--- src/rtl/pport_svc_pkg.sv ---
package pport_svc_pkg;
   // Control word held by the host-visible register
   typedef struct packed {
      logic svc_dis;
      logic dma_en;
      logic dir;
      logic err_en_n;
      logic ack_ie;
      logic fifo_en;
   } pport_ctrl_t;

   localparam pport_ctrl_t CTRL_RESET = '{svc_dis: 1'b1, dma_en: 1'b0, dir: 1'b0,
                                         err_en_n: 1'b1, ack_ie: 1'b0, fifo_en: 1'b0};
endpackage

--- src/rtl/pport_edge_sync.sv ---
module pport_edge_sync #(
   parameter int   STAGES  = 2,
   parameter bit   RISE    = 1'b1,
   parameter logic RST_VAL = 1'b1
) (
   input  logic clk,
   input  logic rst_n,
   input  logic pin,
   output logic level,
   output logic edge_o
);
   logic [STAGES-1:0] chain;
   logic              prev;

   generate
      if (STAGES < 2) begin : g_bad_stages
         $error("pport_edge_sync: STAGES must be at least 2");
      end
   endgenerate

   always_ff @(posedge clk) begin
      if (!rst_n) begin
         chain <= {STAGES{RST_VAL}};
         prev  <= RST_VAL;
      end else begin
         chain <= {chain[STAGES-2:0], pin};
         prev  <= chain[STAGES-1];
      end
   end

   assign level = chain[STAGES-1];

   generate
      if (RISE) begin : g_rise
         assign edge_o = level & ~prev;
      end else begin : g_fall
         assign edge_o = prev & ~level;
      end
   endgenerate
endmodule

--- src/rtl/pport_byte_fifo.sv ---
module pport_byte_fifo #(
   parameter int W     = 8,
   parameter int DEPTH = 16,
   localparam int AW   = $clog2(DEPTH),
   localparam int CW   = AW + 1
) (
   input  logic          clk,
   input  logic          rst_n,
   input  logic          en,
   input  logic          push,
   input  logic [W-1:0]  din,
   input  logic          pop,
   output logic [W-1:0]  dout,
   output logic [CW-1:0] level,
   output logic          full,
   output logic          empty
);
   logic [W-1:0]  mem [DEPTH];
   logic [AW-1:0] wptr, rptr;
   logic          do_push, do_pop;

   assign full    = (level == CW'(DEPTH));
   assign empty   = (level == '0);
   assign do_push = en & push & ~full;
   assign do_pop  = en & pop & ~empty;
   assign dout    = mem[rptr];

   always_ff @(posedge clk) begin
      if (do_push) mem[wptr] <= din;
   end

   always_ff @(posedge clk) begin
      if (!rst_n || !en) begin
         wptr  <= '0;
         rptr  <= '0;
         level <= '0;
      end else begin
         if (do_push) wptr <= wptr + 1'b1;
         if (do_pop)  rptr <= rptr + 1'b1;
         case ({do_push, do_pop})
            2'b10:   level <= level + 1'b1;
            2'b01:   level <= level - 1'b1;
            default: level <= level;
         endcase
      end
   end
endmodule

--- src/rtl/pport_svc_logic.sv ---
module pport_svc_logic
   import pport_svc_pkg::*;
#(
   parameter int DEPTH = 16,
   localparam int TW   = $clog2(DEPTH),
   localparam int CW   = TW + 1
) (
   input  logic          clk,
   input  logic          rst_n,
   input  pport_ctrl_t   ctrl,
   input  logic [TW-1:0] thr,
   input  logic [CW-1:0] level,
   input  logic          dma_tc,
   input  logic          fault_lvl,
   input  logic          fault_fall,
   input  logic          ack_rise,
   input  logic          irq_clr,
   output logic          tc_hit,
   output logic          irq
);
   logic [CW-1:0] free_cnt, wr_thr, rd_thr;
   logic          lvl_cond, lvl_cond_q, err_en_n_q;
   logic          svc_evt, err_evt, ack_evt, any_evt;

   assign free_cnt = CW'(DEPTH) - level;
   assign wr_thr   = CW'(thr) + 1'b1;
   assign rd_thr   = CW'(DEPTH) - CW'(thr);

   assign lvl_cond = ~ctrl.svc_dis & ~ctrl.dma_en &
                     (ctrl.dir ? (level >= rd_thr) : (free_cnt >= wr_thr));
   assign svc_evt  = lvl_cond & ~lvl_cond_q;
   assign tc_hit   = dma_tc & ~ctrl.svc_dis & ctrl.dma_en;
   assign err_evt  = (~ctrl.err_en_n & fault_fall) |
                     (err_en_n_q & ~ctrl.err_en_n & ~fault_lvl);
   assign ack_evt  = ctrl.ack_ie & ack_rise;
   assign any_evt  = svc_evt | tc_hit | err_evt | ack_evt;

   always_ff @(posedge clk) begin
      if (!rst_n) begin
         lvl_cond_q <= 1'b0;
         err_en_n_q <= 1'b1;
         irq        <= 1'b0;
      end else begin
         lvl_cond_q <= lvl_cond;
         err_en_n_q <= ctrl.err_en_n;
         if (any_evt)      irq <= 1'b1;
         else if (irq_clr) irq <= 1'b0;
      end
   end
endmodule

--- src/rtl/pport_svc_ctrl.sv ---
module pport_svc_ctrl
   import pport_svc_pkg::*;
#(
   parameter int DATA_W      = 8,
   parameter int DEPTH       = 16,
   parameter int SYNC_STAGES = 2,
   localparam int TW         = $clog2(DEPTH),
   localparam int CW         = TW + 1
) (
   input  logic              clk,
   input  logic              rst_n,
   input  logic              cfg_wr,
   input  logic              cfg_svc_dis,
   input  logic              cfg_dma_en,
   input  logic              cfg_dir,
   input  logic              cfg_err_en_n,
   input  logic              cfg_ack_ie,
   input  logic              cfg_fifo_en,
   input  logic [TW-1:0]     cfg_thr,
   input  logic              fifo_push,
   input  logic [DATA_W-1:0] push_data,
   input  logic              fifo_pop,
   output logic [DATA_W-1:0] pop_data,
   input  logic              dma_tc,
   input  logic              fault_n,
   input  logic              ack_n,
   input  logic              irq_clr,
   output logic              irq,
   output logic              dma_req,
   output logic              st_svc_dis,
   output logic [CW-1:0]     st_level,
   output logic              st_full,
   output logic              st_empty
);
   generate
      if (DEPTH < 2 || (DEPTH & (DEPTH - 1)) != 0) begin : g_bad_depth
         $error("pport_svc_ctrl: DEPTH must be a power of two of at least 2");
      end
      if (DATA_W < 1) begin : g_bad_width
         $error("pport_svc_ctrl: DATA_W must be positive");
      end
   endgenerate

   pport_ctrl_t ctrl_q;
   logic [TW-1:0] thr_q;
   logic tc_hit, fault_lvl, fault_fall, ack_lvl, ack_rise;

   always_ff @(posedge clk) begin
      if (!rst_n) begin
         ctrl_q <= CTRL_RESET;
         thr_q  <= '0;
      end else begin
         if (cfg_wr) begin
            ctrl_q <= '{svc_dis: cfg_svc_dis, dma_en: cfg_dma_en, dir: cfg_dir,
                        err_en_n: cfg_err_en_n, ack_ie: cfg_ack_ie, fifo_en: cfg_fifo_en};
            thr_q  <= cfg_thr;
         end
         if (tc_hit) ctrl_q.svc_dis <= 1'b1;
      end
   end

   pport_byte_fifo #(.W(DATA_W), .DEPTH(DEPTH)) u_fifo (
      .clk(clk), .rst_n(rst_n), .en(ctrl_q.fifo_en),
      .push(fifo_push), .din(push_data), .pop(fifo_pop), .dout(pop_data),
      .level(st_level), .full(st_full), .empty(st_empty)
   );

   pport_edge_sync #(.STAGES(SYNC_STAGES), .RISE(1'b0), .RST_VAL(1'b1)) u_fault (
      .clk(clk), .rst_n(rst_n), .pin(fault_n), .level(fault_lvl), .edge_o(fault_fall)
   );

   pport_edge_sync #(.STAGES(SYNC_STAGES), .RISE(1'b1), .RST_VAL(1'b1)) u_ack (
      .clk(clk), .rst_n(rst_n), .pin(ack_n), .level(ack_lvl), .edge_o(ack_rise)
   );

   pport_svc_logic #(.DEPTH(DEPTH)) u_svc (
      .clk(clk), .rst_n(rst_n), .ctrl(ctrl_q), .thr(thr_q), .level(st_level),
      .dma_tc(dma_tc), .fault_lvl(fault_lvl), .fault_fall(fault_fall),
      .ack_rise(ack_rise), .irq_clr(irq_clr), .tc_hit(tc_hit), .irq(irq)
   );

   assign dma_req    = ctrl_q.dma_en & ~ctrl_q.svc_dis &
                       (ctrl_q.dir ? ~st_empty : ~st_full);
   assign st_svc_dis = ctrl_q.svc_dis;

   logic unused_ack_lvl;
   assign unused_ack_lvl = ack_lvl;
endmodule

--- config.mk ---
export PLATFORM = sky130hd
export DESIGN_NAME = pport_svc_ctrl
export DESIGN_NICKNAME = d
export VERILOG_FILES = /design/src/rtl/pport_svc_pkg.sv /design/src/rtl/pport_edge_sync.sv /design/src/rtl/pport_byte_fifo.sv /design/src/rtl/pport_svc_logic.sv /design/src/rtl/pport_svc_ctrl.sv
export SDC_FILE = /design/constraint.sdc
export NUM_CORES = 1
export LEC_CHECK = 0
export ABC_AREA = 1
export BUFFER_PORTS_ARGS = -buffer_cell sky130_fd_sc_hd__buf_2
export CORE_ASPECT_RATIO = 0.9
export CORE_MARGIN = 10
export CORE_UTILIZATION = 60
export DETAILED_ROUTE_END_ITERATION = 7
export PLACE_DENSITY = 0.76
export SLEW_MARGIN = 20
export SYNTH_ARGS = -nofsm -noshare
export SYNTH_HDL_FRONTEND = slang
export SYNTH_SLANG_ARGS = --single-unit
--- constraint.sdc ---
create_clock -name clk -period 2.8 [get_ports clk]
set_clock_uncertainty 0.05 [all_clocks]
set_input_delay 0.42 -clock clk [delete_from_list [all_inputs] [get_ports clk]]
set_output_delay 0.42 -clock clk [all_outputs]
set_load 0.02 [all_outputs]
==> results.sh, run 1 <==
export IMPL_root_buffer="clkbuf_16"
export IMPL_hold_viol_final=0
export IMPL_numCtsBuffers=17
export IMPL_synth_area_top_cells="edfxtp_1, dfxtp_1, inv_1, nand2_1, ha_1"
export IMPL_met1_usage_pct=24.9
export IMPL_drt_total_wl_um=15300
export IMPL_grt_util_all_layers_pct=19.2
export IMPL_hp_class="in -> reg"
export IMPL_synthArstFlopShare_pct=0
export IMPL_synth_seq_cells=164
export IMPL_start_kind="register"
export IMPL_crit_type="reg -> reg"
export IMPL_boundaryPins=45
export IMPL_grt_pass1_wl_um=24900
export IMPL_dp_cells=857
export IMPL_cts_tree="done"
export IMPL_post_cts_setup_buffers=0
export IMPL_fin_crit_sh_pct=94.0
export IMPL_crit_path_end="u_fifo.level[4]"
export IMPL_power_density_nw_per_um2=626
export IMPL_grtUsageMet2_pct=30.1
export IMPL_clk_insertion_delay_late_ns=0.42
export IMPL_grt_busiest_layer="met2"
export IMPL_tightestPinTransition_ns=0.605
export IMPL_initial_utilization_pct=62.0
export IMPL_crit_required_ns=3.11
export IMPL_place_hpwl_um=10300
export IMPL_wl_per_cell_um=17.2
export IMPL_num_vias=4902
export IMPL_antenna_left=0
export IMPL_yosysSeqAreaShare_pct=63.6
export IMPL_worstPathArrival_ns=2.94
export IMPL_cts_max_level=4
export IMPL_timing_rr_start="u_fifo.level[1]"
export IMPL_drtPass1Iterations=7
export IMPL_dieArea_um2=16700
export IMPL_design_core_area_um2=11600
export IMPL_synth_edf_count=128
export IMPL_overflow=0
export IMPL_postSynth_topFlopCell="edfxtp_1"
export IMPL_syn_avg_cell_area_um2=10.8
export IMPL_yosysTopAreaCell="edfxtp_1"
export IMPL_place_area_um2=7630
export IMPL_die_w_um=135
export IMPL_reg2regPathDepth=16
export IMPL_synth_warnings=0
export IMPL_cp_max_fo=5
export IMPL_portBuffers=44
export IMPL_drc_errors=0
export IMPL_reg2reg_to="u_fifo.level[4]"
export IMPL_viasPerCell=5.51
export IMPL_finalSetupTns_ns=0
export IMPL_drv_slew=0
export IMPL_drv_cap=0
export IMPL_power_mw=5.17
export IMPL_synth_cell_area_um2=7180
export IMPL_place_gp_congestion=0.840
export IMPL_ir_worst_vdd_mv=0.521
export IMPL_cts_sinks=164
export IMPL_end_kind="register"
export IMPL_drive_above_1_share_pct=15.7
export IMPL_grt_util_met3_pct=5.52
export IMPL_finalSetupViolations=0
export IMPL_drt_initial_drc_count=492
export IMPL_design_area_um2=8250
export IMPL_fin_nets=772
export IMPL_cp_cell_sequence="inv_1 -> ha_1 -> nand2_1 -> nor2_1 -> ha_1 -> inv_1 -> nand3_1 -> inv_1 -> ha_4 -> inv_1 -> fa_1 -> nor2_1 -> o21ai_0 -> nand2_1 -> nand2_1 -> a21oi_1"
export IMPL_status="complete, no violations"
export IMPL_slowest_stage="fa_1"
export IMPL_yosys_area_top_type_share_pct=53.5
export IMPL_leakagePower_nw=3.19
export IMPL_cp_common_cell="inv_1"
export IMPL_die_y_um=124
export IMPL_reg2reg_setup_slack_ns=0.17
export IMPL_antenna_found_initial=0
export IMPL_clockBufferDepth=2
export IMPL_ys_types=27
export IMPL_relSlewSlack_pct=59.5
export IMPL_clock_fmax_mhz=380
export IMPL_period_needed_ns=2.63
export IMPL_first_global_vias=4786
export IMPL_syn_inst=662
export IMPL_clk_pin_slew_ns=0.06
export IMPL_row_count=37
export IMPL_syn_nets=714
export IMPL_grt_start_max_net_pins=76
export IMPL_setup_worst_path_start="u_fifo.level[1]"
export IMPL_cpPeakStageDelay_ns=0.40
export IMPL_final_instance_count_excl_fill=889
export IMPL_syn_to_final_growth_pct=14.9
export IMPL_n_antenna_cell=0
state kept, by name, indices dropped and copies added (netlist names), named ones only:
| signal | flops |
|---|---|
| u_fifo.mem | 128 |
| ctrl_q | 5 |
| u_fifo.level | 5 |
| thr_q | 4 |
| u_fifo.rptr | 4 |
| u_fifo.wptr | 4 |
| u_ack.chain | 2 |
| u_fault.chain | 2 |
| st_svc_dis | 1 |
| u_ack.prev | 1 |
| u_fault.prev | 1 |
| u_svc.err_en_n_q | 1 |
| u_svc.irq | 1 |
| u_svc.lvl_cond_q | 1 |
cell families (layout without fill, tap and decap cells):
kind of cell               after synthesis  in the layout  share of synthesized area, %
buffers and inverters                  136            207                          7.86
xor gates and xnor gates                 8              8                         0.976
AOI/OAI and AO/OA                      145            145                          12.1
adders and majority gates               25             25                          4.46
and+or+nand+nor                        184            184                          11.1
DFF                                    164            164                          63.6
critical path, delay by kind of cell, from the launching register on:
family | cells | cell delay [ns]
buffers and inverters | 4 | 0.39
adder cells (fa/ha/maj) | 4 | 1.01
AND/OR/NAND/NOR | 6 | 0.54
flip-flops | 1 | 0.37
AO/OA/AOI/OAI | 2 | 0.22
power breakdown:
part / switching (mW) / leakage, nW / internal [mW] / total [mW]
sequential: 0.0140 / 1.45 / 2.64 / 2.65
combinational: 0.123 / 1.46 / 0.0620 / 0.185
clock: 0.906 / 0.282 / 1.42 / 2.33
cells in the mapped netlist, types with 2 or more instances:
cell,instances
edfxtp_1,128
inv_1,109
nand2_1,81
nand3_1,58
a21oi_1,55
o21ai_0,52
dfxtp_1,36
nor2_1,34
o211ai_1,25
ha_1,24
buf_2,16
o211ai_2,10
clkbuf_1,5
or2_2,5
buf_6,4
xnor2_1,4
xor2_1,4
nor4_1,2
o21ai_1,2
layer usage:
layer,vias to the layer above,share of wire [%]
li1,2381,-
met1,2341,44
met2,158,48
met3,22,6.5
met4,0,1.7
met5,-,0
layout make-up:
class	instances	area, µm²
flip-flops and latches	164	4570
multi-input cells	362	2070
inverters	109	409
well taps	156	195
fillers	822	3330
clock inverters	10	133
clock buffers	22	454
repair buffers	66	410
worst min-delay path by stage:
stage	from	endpoint	slack, ns	cells after the start
floorplan	u_fault.chain[1]	u_fault.prev	0.34	2
global placement	u_fault.chain[0]	u_fault.chain[1]	0.35	1
detailed placement	u_ack.chain[0]	u_ack.chain[1]	0.36	1
CTS	ack_n	u_ack.chain[0]	0.12	2
global route	fault_n	u_fault.chain[0]	0.13	2
finish	ack_n	u_ack.chain[0]	0.13	2
through the flow:
stage,util [%],hold slack (ns),worst slack (ns)
2_1_floorplan,-,0.342,0.0232
3_3_place_gp,66.0,0.350,0.240
3_5_place_dp,66.0,0.357,0.0999
4_1_cts,71.0,0.123,0.0882
5_1_grt,71.2,0.133,-0.0635
6_report,71.2,0.130,0.168
placed cells by master (no fill, tap or decap), types with 2 or more instances in the layout:
| cell | netlist | final |
|---|---|---|
| nand2_1 | 81 | 81 |
| clkbuf_16 | 0 | 17 |
| o211ai_2 | 10 | 10 |
| o21ai_0 | 52 | 52 |
| clkinv_2 | 0 | 3 |
| a21oi_1 | 55 | 55 |
| nor4_1 | 2 | 2 |
| clkbuf_1 | 5 | 4 |
| buf_12 | 0 | 2 |
| nor2_1 | 34 | 34 |
| o21ai_1 | 2 | 2 |
| o211ai_1 | 25 | 25 |
| xnor2_1 | 4 | 4 |
| edfxtp_1 | 128 | 128 |
| ha_1 | 24 | 22 |
| bufinv_16 | 0 | 3 |
| or2_2 | 5 | 5 |
| clkinvlp_4 | 0 | 2 |
| dfxtp_1 | 36 | 32 |
| buf_4 | 1 | 20 |
| buf_2 | 16 | 44 |
| inv_1 | 109 | 109 |
| nand3_1 | 58 | 58 |
| dfxtp_2 | 0 | 3 |
| xor2_1 | 4 | 4 |
repair_timing:
item	4_1_cts	5_1_grt
endpoints found under the hold margin	0	0
setup endpoints to repair	0	3
hold buffers	0	0
gates resized for setup	0	5
(Power assumes the default switching activity.)
==> run 2: changes to the inputs <==
Settings changed: PLACE_DENSITY 0.76 to unset, PLACE_DENSITY_LB_ADDON set to 0.15.
==> results.sh, run 2 (synthesized netlist as in run 1, its figures left out) <==
export IMPL_tightestPinTransition_ns=0.653
export IMPL_status="complete, no violations"
export IMPL_grt_pass1_wl_um=23900
export IMPL_overflow=0
export IMPL_leakagePower_nw=3.22
export IMPL_worstHoldStart="ack_n"
export IMPL_n_antenna_cell=0
export IMPL_start_kind="register"
export IMPL_drv_slew=0
export IMPL_multiInputGateArea_um2=2070
export IMPL_design_core_area_um2=11600
export IMPL_root_buffer="clkbuf_16"
export IMPL_cts_tree="done"
export IMPL_worstPathArrival_ns=2.89
export IMPL_drv_cap=0
export IMPL_boundaryPins=45
export IMPL_clock_fmax_mhz=386
export IMPL_hp_class="in -> reg"
export IMPL_clockBufferDepth=2
export IMPL_cp_buffers_inverters=3
export IMPL_row_count=37
export IMPL_num_vias=4820
export IMPL_portBuffers=44
export IMPL_setup_worst_path_start="u_fifo.level[1]"
export IMPL_fin_nets=774
export IMPL_layout_cells_most_common_list="edfxtp_1, inv_1, nand2_1"
export IMPL_die_y_um=124
export IMPL_largestRegisters="u_fifo.mem: 128 flops, ctrl_q: 5 flops, u_fifo.level: 5 flops"
export IMPL_numCtsBuffers=17
export IMPL_power_density_nw_per_um2=612
export IMPL_ir_worst_vdd_mv=0.637
export IMPL_finalSetupViolations=0
export IMPL_viasPerCell=5.41
export IMPL_place_gp_congestion=0.827
export IMPL_grt_util_all_layers_pct=18.6
export IMPL_cp_cell_sequence="inv_1 -> ha_1 -> nand2_1 -> nor2_1 -> ha_1 -> inv_1 -> nand3_2 -> ha_4 -> inv_1 -> fa_1 -> nor2_1 -> o21ai_0 -> nand2_1 -> nand2_1 -> a21oi_1"
export IMPL_cp_top_family="adder cells"
export IMPL_syn_to_final_growth_pct=14.8
export IMPL_drt_total_wl_um=14900
export IMPL_final_instance_count_excl_fill=891
export IMPL_crit_type="reg -> reg"
export IMPL_hold_buffers=0
export IMPL_relSlewSlack_pct=56.4
export IMPL_hold_viol_final=0
export IMPL_fillers=829
export IMPL_grt_start_max_net_pins=48
export IMPL_antenna_found_initial=0
export IMPL_antenna_left=0
export IMPL_cp_max_fo=8
export IMPL_fin_hold_ws_ns=0.130
export IMPL_ff_latch_area_um2=4570
export IMPL_crit_required_ns=3.10
export IMPL_fin_util_pct=71.2
export IMPL_dieArea_um2=16700
export IMPL_wl_per_cell_um=16.8
export IMPL_timing_rr_start="u_fifo.level[1]"
export IMPL_cpPeakStageDelay_ns=0.41
export IMPL_layout_commonest_cell="edfxtp_1"
export IMPL_place_hpwl_um=9950
export IMPL_cts_sinks=164
export IMPL_die_w_um=135
export IMPL_drc_errors=0
export IMPL_cts_max_level=4
export IMPL_drtPass1Iterations=5
export IMPL_drive_above_1_share_pct=16.5
export IMPL_reg2reg_setup_slack_ns=0.21
export IMPL_rsz0062_at_grt="false"
export IMPL_first_global_vias=4690
export IMPL_end_kind="register"
export IMPL_clk_pin_slew_ns=0.06
export IMPL_slowest_stage="fa_1"
export IMPL_largest_reg_flops=128
export IMPL_dp_cells=859
export IMPL_clk_insertion_delay_late_ns=0.42
export IMPL_fin_crit_sh_pct=92.5
export IMPL_finalSetupTns_ns=0
export IMPL_period_needed_ns=2.59
export IMPL_initial_utilization_pct=62.0
export IMPL_regMostFlops="u_fifo.mem"
export IMPL_drt_initial_drc_count=374
[run 2: per-layer routing]
layer	share of wire (%)	track usage (%)	up-vias
met4	1.2	6.45	0
met2	49	30.4	137
li1	-	-	2384
met5	0	0	-
met3	7.1	5.68	15
met1	43	23.3	2284
[run 2: what timing repair did]
item                       in CTS  in global routing
setup endpoints to repair       0                  2
setup buffers                   0                  0
gates resized for setup         0                  3
[run 2: layout make-up]
class	instances	share of cell area, %
inverters	109	4.97
well taps	156	2.37
clock buffers	25	6.48
flip-flops and latches	164	55.5
repair buffers	68	5.16
clock inverters	7	0.486
multi-input cells	362	25.1
[run 2: worst paths after layout]
kind	to	cells after the start
worst max-delay path	u_fifo.level[4]	15
worst min-delay path	u_ack.chain[0]	2
worst max register to register	u_fifo.level[4]	15
worst min register to register	u_ack.chain[1]	1
[run 2: through the flow]
stage | power [mW] | area (µm²) | setup slack [ns]
2_1_floorplan | 2.80 | 7180 | 0.0232
3_3_place_gp | 2.88 | 7650 | 0.304
3_5_place_dp | 2.88 | 7650 | 0.136
4_1_cts | 5.06 | 8220 | 0.124
5_1_grt | 5.20 | 8240 | 0.0293
6_report | 5.04 | 8240 | 0.210
[run 2: where the power goes]
group | switching (mW) | total [mW] | internal (mW)
combinational | 0.118 | 0.180 | 0.0616
clock | 0.886 | 2.21 | 1.32
sequential | 0.0133 | 2.65 | 2.64
total | 1.02 | 5.04 | 4.03
==> run 3: changes to the inputs <==
Settings changed: CELL_PAD_IN_SITES_DETAIL_PLACEMENT set to 2, CELL_PAD_IN_SITES_GLOBAL_PLACEMENT set to 2, CORE_UTILIZATION 60 to 40.
==> results.sh, run 3 (synthesized netlist as in run 1, its figures left out) <==
export IMPL_status="complete, no violations"
export IMPL_power_mw=5.28
export IMPL_die_y_um=147
export IMPL_numCtsBuffers=17
export IMPL_initial_utilization_pct=40.8
export IMPL_antenna_found_initial=0
export IMPL_clockPowerShare_pct=46.1
export IMPL_p_int_mw=4.11
export IMPL_grt_start_max_net_pins=81
export IMPL_dp_cells=947
export IMPL_rsz0062_at_grt="false"
export IMPL_layout_commonest_cell="edfxtp_1"
export IMPL_regMostFlops="u_fifo.mem"
export IMPL_start_kind="register"
export IMPL_grt_pass1_wl_um=33900
export IMPL_wirelength_met1_um=9090
export IMPL_worstPathArrival_ns=2.11
export IMPL_fin_nets=779
export IMPL_largestRegisters="u_fifo.mem: 128 flops, ctrl_q: 5 flops, u_fifo.level: 5 flops"
export IMPL_fin_hold_ws_ns=0.127
export IMPL_ir_worst_vdd_mv=0.531
export IMPL_seqPwrFrac_pct=50.2
export IMPL_place_area_um2=7780
export IMPL_final_instance_count_excl_fill=980
export IMPL_end_kind="output pin"
export IMPL_syn_to_final_growth_pct=17.4
export IMPL_highest_layer="met4"
export IMPL_row_count=46
export IMPL_hp_class="in -> reg"
export IMPL_tightestPinTransition_ns=0.714
export IMPL_portBuffers=44
export IMPL_clk_pin_slew_ns=0.06
export IMPL_worstHoldStart="ack_n"
export IMPL_viasPerCell=5.22
export IMPL_relSlewSlack_pct=52.3
export IMPL_fin_ws_ns=0.216
export IMPL_clock_fmax_mhz=387
export IMPL_wl_per_cell_um=21.9
export IMPL_boundaryPins=45
export IMPL_place_hpwl_um=14000
export IMPL_hold_viol_final=0
export IMPL_grt_util_all_layers_pct=18.6
export IMPL_clockBufferDepth=2
export IMPL_largest_reg_flops=128
export IMPL_design_core_area_um2=17600
export IMPL_drive_above_1_share_pct=17.0
export IMPL_timing_rr_start="u_fifo.level[1]"
export IMPL_n_antenna_cell=0
export IMPL_antenna_left=0
export IMPL_met3_length_um=975
export IMPL_layout_cells_most_common_list="edfxtp_1, inv_1, nand2_1"
export IMPL_drt_total_wl_um=21500
export IMPL_drtPass1Iterations=5
export IMPL_design_area_um2=8430
export IMPL_swShare_pct=22.2
export IMPL_drt_initial_drc_count=311
export IMPL_crit_type="reg -> out"
export IMPL_cp_max_fo=26
export IMPL_finalSetupTns_ns=0
export IMPL_place_gp_congestion=0.811
export IMPL_finalSetupViolations=0
export IMPL_leakagePower_nw=3.23
export IMPL_power_density_nw_per_um2=627
export IMPL_power_switching_mw=1.17
export IMPL_pre_cts_ws_ns=0.0174
export IMPL_clk_insertion_delay_late_ns=0.43
export IMPL_cts_tree="done"
export IMPL_drc_errors=0
export IMPL_dieArea_um2=23700
export IMPL_root_buffer="clkbuf_16"
export IMPL_crit_required_ns=2.33
export IMPL_cts_sinks=164
export IMPL_p_comb_share_pct=3.7
export IMPL_drv_cap=0
export IMPL_drv_slew=0
export IMPL_period_needed_ns=2.58
export IMPL_cts_max_level=4
export IMPL_overflow=0
export IMPL_wl_met2_um=11100
export IMPL_die_w_um=161
export IMPL_num_vias=5112
export IMPL_fin_util_pct=47.8
export IMPL_fin_crit_sh_pct=92.3
export IMPL_hold_buffers=0
export IMPL_first_global_vias=5837
-- run 3: layout make-up --
type	count	area, µm²
fillers	1828	9190
flip-flops and latches	164	4570
multi-input cells	362	2070
repair buffers	73	474
clock buffers	18	429
inverters	109	409
well taps	240	300
clock inverters	14	174
-- run 3: power by group through the flow --
stage	logic (mW)	registers, mW	clock network [mW]
CTS	0.199	2.65	2.49
finish	0.197	2.65	2.43
global route	0.224	2.65	2.59
detailed placement	0.196	2.71	0
global placement	0.184	2.71	0
floorplan	0.0950	2.71	0
-- run 3: critical path: stages, from the launching register on --
cell and delay (ns):
dfxtp_4 0.60, buf_4 0.27, a21oi_1 0.07, o21ai_0 0.11
nand3_1 0.14, nand3_1 0.21, nand2_1 0.10, buf_2 0.17
-- run 3: repair_timing --
item                                    CTS  global route
buffers inserted                          0             1
pin swaps                                 0             0
endpoints found under the setup margin    1             6
resized for setup                         1             6
-- run 3: worst paths after layout --
path                                         end  slack (ns)  cells after the start
worst max register to register   u_fifo.level[4]        0.25                     15
worst max-delay path                 pop_data[4]        0.22                      7
worst min register to register  u_fault.chain[1]        0.37                      1
worst min-delay path              u_ack.chain[0]        0.13                      2
-- run 3: metal layers --
layer  vias up  GRT usage, %
met5         -             0
met2        95          32.6
met4         0          5.18
met3        18          4.27
li1       2394             -
met1      2605          22.4
